--- config.mk ---
export PLATFORM = sky130hd
export DESIGN_NAME = sync_causality_mon
export DESIGN_NICKNAME = d
export VERILOG_FILES = /design/src/rtl/sync_mon_pkg.sv /design/src/rtl/sm_edge_det.sv /design/src/rtl/sm_edge_hist.sv /design/src/rtl/sm_arm_cnt.sv /design/src/rtl/sync_causality_mon.sv
export SDC_FILE = /design/constraint.sdc
export NUM_CORES = 1
export LEC_CHECK = 0
export CAP_MARGIN = 20
export CORE_AREA = 2 2 39 41
export CTS_CLUSTER_SIZE = 10
export DETAILED_ROUTE_END_ITERATION = 7
export DIE_AREA = 0 0 41 43
export GPL_ROUTABILITY_DRIVEN = 0
export PLACE_DENSITY = 0.63
export RECOVER_POWER = 50
export SYNTH_ARGS = -nofsm -noshare
export SYNTH_HDL_FRONTEND = slang
export SYNTH_HIERARCHICAL = 1
export SYNTH_SLANG_ARGS = --single-unit
--- constraint.sdc ---
create_clock -name clk_i -period 1.5 [get_ports clk_i]
set_clock_uncertainty 0.2 [all_clocks]
set_input_delay 0.225 -clock clk_i [delete_from_list [all_inputs] [get_ports clk_i]]
set_output_delay 0.225 -clock clk_i [all_outputs]
set_load 0.01 [all_outputs]
--- src/rtl/sync_mon_pkg.sv ---
package sync_mon_pkg;
  typedef struct packed {
    logic rise;
    logic fall;
  } edge_t;
endpackage

--- src/rtl/sm_edge_det.sv ---
module sm_edge_det
  import sync_mon_pkg::*;
(
  input  logic  clk_i,
  input  logic  rst_ni,
  input  logic  sig_i,
  output edge_t edge_o
);
  logic sig_q;

  always_ff @(posedge clk_i or negedge rst_ni) begin
    if (!rst_ni) sig_q <= 1'b0;
    else         sig_q <= sig_i;
  end

  assign edge_o.rise = sig_i & ~sig_q;
  assign edge_o.fall = ~sig_i & sig_q;
endmodule

--- src/rtl/sm_edge_hist.sv ---
// Shift history of one edge kind; hist_q[k] holds the edge seen k+1 clocks ago.
module sm_edge_hist #(
  parameter int unsigned LAT_MIN = 2,
  parameter int unsigned LAT_MAX = 4
) (
  input  logic clk_i,
  input  logic rst_ni,
  input  logic edge_i,
  output logic hit_o
);
  localparam int unsigned DEPTH = LAT_MAX;

  logic [DEPTH-1:0] hist_q;
  logic [DEPTH-1:0] win_bits;

  generate
    if (DEPTH == 1) begin : g_one
      always_ff @(posedge clk_i or negedge rst_ni) begin
        if (!rst_ni) hist_q <= '0;
        else         hist_q <= edge_i;
      end
    end else begin : g_many
      always_ff @(posedge clk_i or negedge rst_ni) begin
        if (!rst_ni) hist_q <= '0;
        else         hist_q <= {hist_q[DEPTH-2:0], edge_i};
      end
    end

    for (genvar k = 0; k < DEPTH; k++) begin : g_win
      if (k + 1 >= LAT_MIN) begin : g_in
        assign win_bits[k] = hist_q[k];
      end else begin : g_out
        assign win_bits[k] = 1'b0;
      end
    end
  endgenerate

  assign hit_o = |win_bits;
endmodule

--- src/rtl/sm_arm_cnt.sv ---
module sm_arm_cnt #(
  parameter int unsigned ARM_CYC = 5
) (
  input  logic clk_i,
  input  logic rst_ni,
  output logic armed_o
);
  localparam int unsigned CNT_W = $clog2(ARM_CYC + 1);
  localparam logic [CNT_W-1:0] ARM_VAL = CNT_W'(ARM_CYC);

  logic [CNT_W-1:0] cnt_q;

  always_ff @(posedge clk_i or negedge rst_ni) begin
    if (!rst_ni)              cnt_q <= '0;
    else if (cnt_q != ARM_VAL) cnt_q <= cnt_q + 1'b1;
  end

  assign armed_o = (cnt_q == ARM_VAL);
endmodule

--- src/rtl/sync_causality_mon.sv ---
module sync_causality_mon
  import sync_mon_pkg::*;
#(
  parameter int unsigned LAT_MIN = 2,
  parameter int unsigned LAT_MAX = 4
) (
  input  logic clk_i,
  input  logic rst_ni,
  input  logic sync_i,
  input  logic sync_o,
  output logic err_pulse_o,
  output logic err_sticky_o
);
  localparam int unsigned ARM_CYC = LAT_MAX + 1;

  edge_t in_edge, out_edge;
  logic  rise_hit, fall_hit, armed, viol;

  sm_edge_det u_in_det  (.clk_i(clk_i), .rst_ni(rst_ni), .sig_i(sync_i), .edge_o(in_edge));
  sm_edge_det u_out_det (.clk_i(clk_i), .rst_ni(rst_ni), .sig_i(sync_o), .edge_o(out_edge));

  sm_edge_hist #(.LAT_MIN(LAT_MIN), .LAT_MAX(LAT_MAX)) u_rise_hist (
    .clk_i(clk_i), .rst_ni(rst_ni), .edge_i(in_edge.rise), .hit_o(rise_hit));
  sm_edge_hist #(.LAT_MIN(LAT_MIN), .LAT_MAX(LAT_MAX)) u_fall_hist (
    .clk_i(clk_i), .rst_ni(rst_ni), .edge_i(in_edge.fall), .hit_o(fall_hit));

  sm_arm_cnt #(.ARM_CYC(ARM_CYC)) u_arm (.clk_i(clk_i), .rst_ni(rst_ni), .armed_o(armed));

  assign viol = armed & ((out_edge.rise & ~rise_hit) | (out_edge.fall & ~fall_hit));

  always_ff @(posedge clk_i or negedge rst_ni) begin
    if (!rst_ni) begin
      err_pulse_o  <= 1'b0;
      err_sticky_o <= 1'b0;
    end else begin
      err_pulse_o  <= viol;
      if (viol) err_sticky_o <= 1'b1;
    end
  end

  AST_PULSE_SETS_STICKY: assert property (@(posedge clk_i) disable iff (!rst_ni)
    err_pulse_o |-> err_sticky_o);
  AST_STICKY_HOLDS: assert property (@(posedge clk_i) disable iff (!rst_ni)
    err_sticky_o |=> err_sticky_o);
  AST_NO_ERR_UNARMED: assert property (@(posedge clk_i) disable iff (!rst_ni)
    !armed |=> !err_pulse_o);
  AST_PULSE_NEEDS_OUT_EDGE: assert property (@(posedge clk_i) disable iff (!rst_ni)
    err_pulse_o |-> ($past(sync_o) != $past(sync_o, 2)));
endmodule

# [Word-level counts from Yosys, hierarchy flattened]
# Cells that the tools add are included.
[classes] addsub=1 n_eq_ne=2 bitwise_logic=14 reduce_logical=2
[op_table] operator="$and A1 B1 Y1" n=7
[op_table] operator="$not A1 Y1" n=6
[op_table] operator="$reduce_or A3 Y1" n=2
[op_table] operator="$add A3 B1 Y3 const B" n=1
[op_table] operator="$eq A3 B3 Y1 const B" n=1
[op_table] operator="$ne A3 B3 Y1 const B" n=1
[op_table] operator="$or A1 B1 Y1" n=1
[word_totals] ff_bits=15 input_bits=4 out_inout_bits=2 wordCells=26

# [Longest topological paths before layout]
# Gate-level depths: netlist of run 1.
[depth] depth_word=5 depth_mapped=5 ltp_nobuf=5

# [Hierarchy]
# The synthesis of run 1 kept the hierarchy.
[by_module_without_submodules] mod="sm_edge_hist" n_inst=2 cells_each=5 area_each_um2=106.4 seq_area_each_um2=100.1
[by_module_without_submodules] mod="sm_arm_cnt" n_inst=1 cells_each=13 area_each_um2=147.6 seq_area_each_um2=75.1
[by_module_without_submodules] mod="sync_causality_mon" n_inst=1 cells_each=7 area_each_um2=85.1 seq_area_each_um2=50.0
[by_module_without_submodules] mod="sm_edge_det" n_inst=2 cells_each=3 area_each_um2=40.0 seq_area_each_um2=25.0

# [Least setup slack after synthesis of run 1]
# Ideal clock, no wire load.
[synth_timing] path_kind="reg2reg" from="register u_rise_hist.hist_q[2]" to="register err_pulse_o" setup_ns=0.066 arrival_time_ns=1.014 required_time_ns=1.234 path_slack_ns=0.221 stages_incl_launch_ff=4 path_buffers=0 synth_period_minus_slack_ns=1.279 path_cell_list="dfrtp_1 or3_1 o22ai_2 and2_1"
[synth_between] elab_chain_len=5
[synth_rtl] element="from (decl)" line_no="sm_edge_hist.sv:13" rtl="logic [DEPTH-1:0] hist_q;"
[synth_rtl] element="from (signal assigned)" line_no="sm_edge_hist.sv:25" rtl="else hist_q <= {hist_q[DEPTH-2:0], edge_i};"
[synth_rtl] element="$reduce_or A3 Y1" line_no="sm_edge_hist.sv:38" rtl="assign hit_o = |win_bits;"
[synth_rtl] element="via rise_hit" line_no="sync_causality_mon.sv:17" rtl="logic rise_hit, fall_hit, armed, viol;"
[synth_rtl] element="$not A1 Y1" line_no="sync_causality_mon.sv:29" rtl="assign viol = armed & ((out_edge.rise & ~rise_hit) | (out_edge.fall & ~fall_hit));"
[synth_rtl] element="$and A1 B1 Y1" line_no="sync_causality_mon.sv:29"
[synth_rtl] element="$or A1 B1 Y1" line_no="sync_causality_mon.sv:29"
[synth_rtl] element="$and A1 B1 Y1" line_no="sync_causality_mon.sv:29"
[synth_rtl] element="via viol" line_no="sync_causality_mon.sv:17"
[synth_rtl] element="to (signal assigned)" line_no="sync_causality_mon.sv:36" rtl="err_pulse_o <= viol;"
[synth_rtl] element="to (decl)" line_no="sync_causality_mon.sv:11" rtl="output logic err_pulse_o,"
# The timed path passes the listed nets, and every way through them passes these cells.
# A chain may end at the register's enable or synchronous reset.

# [Final worst setup path of run 1]
[layout_timing] from="register err_sticky_o" to="output port err_sticky_o"
[layout_rtl] element="from (decl)" line_no="sync_causality_mon.sv:12" rtl="output logic err_sticky_o"
[layout_rtl] element="from (signal assigned)" line_no="sync_causality_mon.sv:34" rtl="err_sticky_o <= 1'b0;"
[layout_rtl] element="from (signal assigned)" line_no="sync_causality_mon.sv:37" rtl="if (viol) err_sticky_o <= 1'b1;"
# No word-level cell between the ends.

==> results.json, run 1 <==
{
  "syn_area_um2": 526,
  "vdd_drop_max_uv": 459,
  "r2r_start": "u_rise_hist/hist_q[2]",
  "ff2ff_setup_slack_ns": 0.16,
  "crit_chain": "dlygate4sd2_1",
  "cts_made_buffers": 3,
  "cp_max_fo": 2,
  "cp-start-kind": "register",
  "fin_nets": 53,
  "finalSetupViolations": 0,
  "critPathMaxStageDelay_ns": 0.38,
  "dr.first_iter.drc_count": 0,
  "root_buffer": "clkbuf_4",
  "min_to": "u_rise_hist/hist_q[1]",
  "antenna_found_initial": 0,
  "grt-ovfl-total": 0,
  "drv_cap": 0,
  "htree_levels": 1,
  "grt_first_pass_wirelength_um": 1070,
  "reg2reg_to": "err_pulse_o",
  "rows": 14,
  "start_util": 0.380,
  "syn_nets": 42,
  "layout_min_cycle_time_ns": 1.36,
  "fin_crit_sh": 0.906,
  "hold_depth": 0,
  "slowest_stage": "dfrtp_1",
  "via_per_inst": 4.48,
  "clkSinkCount": 15,
  "drc": 0,
  "die_y_um": 43,
  "finalMaxSlewViolations": 0,
  "rsz0062_at_grt": "false",
  "ys_types": 14,
  "hp-start": "u_rise_hist/hist_q[0]",
  "cts_tree": "yes",
  "vias": 278,
  "setup_ws_ns": 0.141,
  "reg2reg_depth": 3,
  "post_cts_buffers": 0,
  "worst_pin_slew_ns": 0.758,
  "arrival_ns": 0.93,
  "yosysSeqAreaShare": 0.714,
  "cp-end-kind": "output port",
  "wl_um": 622,
  "grt_max_degree": 16,
  "layout_common_cells": "15 x dfrtp_1, 4 x inv_1, 3 x clkbuf_4, 3 x nor2b_1",
  "hpwl_um": 494,
  "cts.clk_slew.worst_paths_ns": 0.08,
  "io_buffers": 5,
  "die_w_um": 41,
  "critPathBufInv": 1,
  "final_common_cell": "dfrtp_1",
  "grt_pass1_vias": 289,
  "dpl_worst_slack_ns": -0.107,
  "first_pass_iters": 1,
  "post_drt_wl_per_cell_um": 10.0,
  "area_growth_pct": 18.8,
  "slew_headroom": 0.495,
  "power.density_nw_per_um2": 1080,
  "drtAntennaViolNets": 0,
  "worstSkewPairLatency_ns": 0.27,
  "core-area_um2": 1380,
  "max_freq_mhz": 736,
  "fin_util": 0.451,
  "hold_path.class": "register to register",
  "diodes": 0,
  "fin_hold_ws_ns": 0.154,
  "cts_max_path_buffers": 2,
  "critPathRequiredTime_ns": 1.07,
  "cp_top_family": "flip-flops",
  "gr-usage-all-layers": 0.0898,
  "critPathKind": "register to output port",
  "hold_viol": 0,
  "io-pin-count": 6,
  "p_leak_nw": 0.286,
  "crit_start": "err_sticky_o",
  "ys_ff_latch": 15,
  "syn_avg_cell_area_um2": 14.6,
  "postSynthCellCount": 36,
  "outcome": "completed",
  "ys_warn_count": 6,
  "dieArea_um2": 1760,
  "drive_above_1_share": 0.196
}
metal layers:
metal	vias up	GRT usage	share of wire
met5	-	0	0
met2	6	0.134	0.52
met3	0	0.0314	0.058
li1	138	-	-
met1	134	0.113	0.42
met4	0	0.0400	0
layout make-up:
| type | count | area (µm²) |
|---|---|---|
| flip-flops and latches | 15 | 375 |
| well taps | 16 | 20.0 |
| clock buffers | 3 | 22.5 |
| multi-input cells | 17 | 135 |
| repair buffers | 6 | 51.3 |
| inverters | 4 | 15.0 |
| fillers | 124 | 759 |
| clock inverters | 1 | 5.00 |
timing repair:
action | in CTS | in global routing
hold buffers | 0 | 0
setup endpoints to repair | 2 | 0
gates resized for setup | 2 | 0
stage by stage:
step | cells | cell area (µm²) | TNS [ns] | total power, mW
finish | 62 | 624 | 0 | 0.672
floorplan | 36 | 526 | 0 | 0.447
global route | 62 | 624 | 0 | 0.712
global placement | 58 | 603 | -0.0991 | 0.470
CTS | 62 | 628 | 0 | 0.687
detailed placement | 58 | 603 | -0.167 | 0.473
cell families (layout without fill, tap and decap cells):
kind of cell / count (synthesis) / after routing / synth area share
compound gates: 3 / 3 / 0.0500
xor+xnor: 1 / 1 / 0.0167
fa+ha+maj: 2 / 2 / 0.0476
buf+inv: 4 / 14 / 0.0286
flops: 15 / 15 / 0.714
mux: 1 / 1 / 0.0190
simple gates: 10 / 10 / 0.124
how the worst max path moves through the flow:
| stage | end | slack [ns] | depth (start not counted) |
|---|---|---|---|
| global route | u_arm/cnt_q[0] | 0.09 | 2 |
| CTS | err_sticky_o | 0.12 | 1 |
| floorplan | err_pulse_o | 0.22 | 3 |
| finish | err_sticky_o | 0.14 | 1 |
| detailed placement | err_sticky_o | -0.11 | 5 |
| global placement | err_sticky_o | -0.07 | 5 |
flip-flops by register name, summed over array words and instances, names as in the netlist:
signal,flops
u_fall_hist/hist_q,4
u_rise_hist/hist_q,4
u_arm/cnt_q,3
err_pulse_o,1
u_in_det/sig_q,1
err_sticky_o,1
u_out_det/sig_q,1
synth_stat cells, drive strengths merged:
cell / number / share of area
dfrtp: 15 / 0.71
inv: 4 / 0.029
and2: 1 / 0.012
nand2: 1 / 0.012
o22ai: 1 / 0.024
ha: 2 / 0.048
and2b: 2 / 0.033
or3: 2 / 0.024
a21o: 1 / 0.017
nor2: 1 / 0.0071
xor2: 1 / 0.017
mux2i: 1 / 0.019
a21oi: 1 / 0.0095
nor2b: 3 / 0.036
where the power goes:
group          internal, mW  switching (mW)  leakage (nW)
clock                0.0985           0.114        0.0177
combinational        0.0182          0.0164        0.0889
sequential            0.420         0.00524         0.180
total                 0.536           0.136         0.286
Note: power is estimated with default switching activity, not from simulation.
==> run 2, diff against run 1 <==
--- a/config.mk
+++ b/config.mk
@@ -13,6 +13,7 @@
 export GPL_ROUTABILITY_DRIVEN = 0
 export PLACE_DENSITY = 0.63
 export RECOVER_POWER = 50
+export SKIP_CTS_REPAIR_TIMING = 1
 export SYNTH_ARGS = -nofsm -noshare
 export SYNTH_HDL_FRONTEND = slang
 export SYNTH_HIERARCHICAL = 1
==> results.json, run 2 (synthesis gave the netlist of run 1 again) <==
{
  "outcome": "completed",
  "dieArea_um2": 1760,
  "critPathRequiredTime_ns": 1.51,
  "p_leak_nw": 0.299,
  "post_drt_wl_per_cell_um": 10.1,
  "slew_headroom": 0.495,
  "drv_cap": 0,
  "setup_ws_ns": 0.158,
  "cts.clk_slew.worst_paths_ns": 0.08,
  "core-area_um2": 1380,
  "r2r_start": "u_rise_hist/hist_q[2]",
  "htree_levels": 1,
  "crit_start": "u_rise_hist/hist_q[2]",
  "root_buffer": "clkbuf_4",
  "die_y_um": 43,
  "vdd_drop_max_uv": 459,
  "clkSinkCount": 15,
  "gr-usage-all-layers": 0.0898,
  "drc": 0,
  "crit_path_end": "err_pulse_o",
  "total_power_mw": 0.673,
  "grt_first_pass_wirelength_um": 1070,
  "fill_cells": 122,
  "vias": 278,
  "cts_made_buffers": 3,
  "first_pass_iters": 1,
  "cts_max_path_buffers": 2,
  "power.density_nw_per_um2": 1070,
  "final_common_cell": "dfrtp_1",
  "critPathKind": "register to register",
  "reg_top3": "u_fall_hist/hist_q (4), u_rise_hist/hist_q (4), u_arm/cnt_q (3)",
  "hp-start": "u_rise_hist/hist_q[0]",
  "io_buffers": 5,
  "start_util": 0.380,
  "reg2reg_to": "err_pulse_o",
  "slowest_stage": "dfrtp_1",
  "finalSetupViolations": 0,
  "critPathMaxStageDelay_ns": 0.38,
  "dr.first_iter.drc_count": 0,
  "cp-start-kind": "register",
  "fin_nets": 53,
  "grt_pass1_vias": 289,
  "fin_crit_sh": 0.895,
  "drive_above_1_share": 0.196,
  "layout_min_cycle_time_ns": 1.34,
  "arrival_ns": 1.35,
  "dpl_worst_slack_ns": -0.107,
  "drtAntennaViolNets": 0,
  "wl_um": 627,
  "cp_top_family": "simple AND/OR/NAND/NOR gates",
  "reg2reg_depth": 3,
  "rsz0062_at_grt": "false",
  "worst_pin_slew_ns": 0.758,
  "rows": 14,
  "hold_path.class": "register to register",
  "via_per_inst": 4.48,
  "grt_max_degree": 16,
  "antenna_found_initial": 0,
  "diodes": 0,
  "path_depth": 3,
  "layout_common_cells": "15 x dfrtp_1, 4 x inv_1, 3 x clkbuf_4, 3 x nor2b_1",
  "io-pin-count": 6,
  "max_freq_mhz": 745,
  "cp_max_fo": 2,
  "ff2ff_setup_slack_ns": 0.16,
  "worstSkewPairLatency_ns": 0.27,
  "tns_ns": 0,
  "area_growth_pct": 20.2,
  "cp-end-kind": "register",
  "fin_util": 0.457,
  "critPathBufInv": 0,
  "crit_chain": "or3_1 > o22ai_2 > and2_1",
  "cts_tree": "yes",
  "die_w_um": 41,
  "hpwl_um": 494,
  "grt-ovfl-total": 0,
  "hold_viol": 0,
  "finalMaxSlewViolations": 0
}
-- run 2: changes by cell type in the layout (fill, tap and decap cells not counted) --
cell            before  now
dlygate4sd2_1        2    0
dlymetal6s2s_1       0    2
-- run 2: worst min-delay path by stage --
stage | end | slack [ns] | depth (start not counted)
after floorplan | err_pulse_o | -0.27 | 0
after global placement | u_rise_hist/hist_q[1] | 0.13 | 0
after detailed placement | u_rise_hist/hist_q[1] | 0.14 | 0
after CTS | err_pulse_o | 0.06 | 2
after global routing | u_rise_hist/hist_q[1] | 0.16 | 0
final | u_rise_hist/hist_q[1] | 0.15 | 0
-- run 2: worst reg2reg max path: cells and delay by family, from the launching register on --
family	cells	cell delay (ns)
AND/OR/NAND/NOR	2	0.52
flip-flops	1	0.38
AO/OA/AOI/OAI	1	0.19
-- run 2: power breakdown --
part           switching, mW  leakage (nW)  internal, mW
Sequential           0.00524         0.180         0.420
Clock                  0.114        0.0177        0.0985
Combinational         0.0165         0.102        0.0191
-- run 2: metrics by stage --
stage | hold WS (ns) | instances | area, µm²
after global routing | 0.162 | 62 | 632
after floorplan | -0.271 | 36 | 526
after CTS | 0.0636 | 62 | 631
final | 0.154 | 62 | 632
after detailed placement | 0.136 | 58 | 603
after global placement | 0.133 | 58 | 603
-- run 2: cell type report --
cell class	count	area, µm²	area share
clock buffers	3	22.5	0.0356
clock inverters	1	5.00	0.00792
inverters	4	15.0	0.0238
multi-input cells	17	135	0.214
flip-flops and latches	15	375	0.594
well taps	16	20.0	0.0317
repair buffers	6	58.8	0.0931
-- run 2: layer usage --
| layer | global-route usage | up-vias | part of all wire |
|---|---|---|---|
| li1 | - | 138 | - |
| met1 | 0.113 | 134 | 0.42 |
| met2 | 0.134 | 6 | 0.52 |
| met3 | 0.0314 | 0 | 0.054 |
| met4 | 0.0400 | 0 | 0 |
| met5 | 0 | - | 0 |
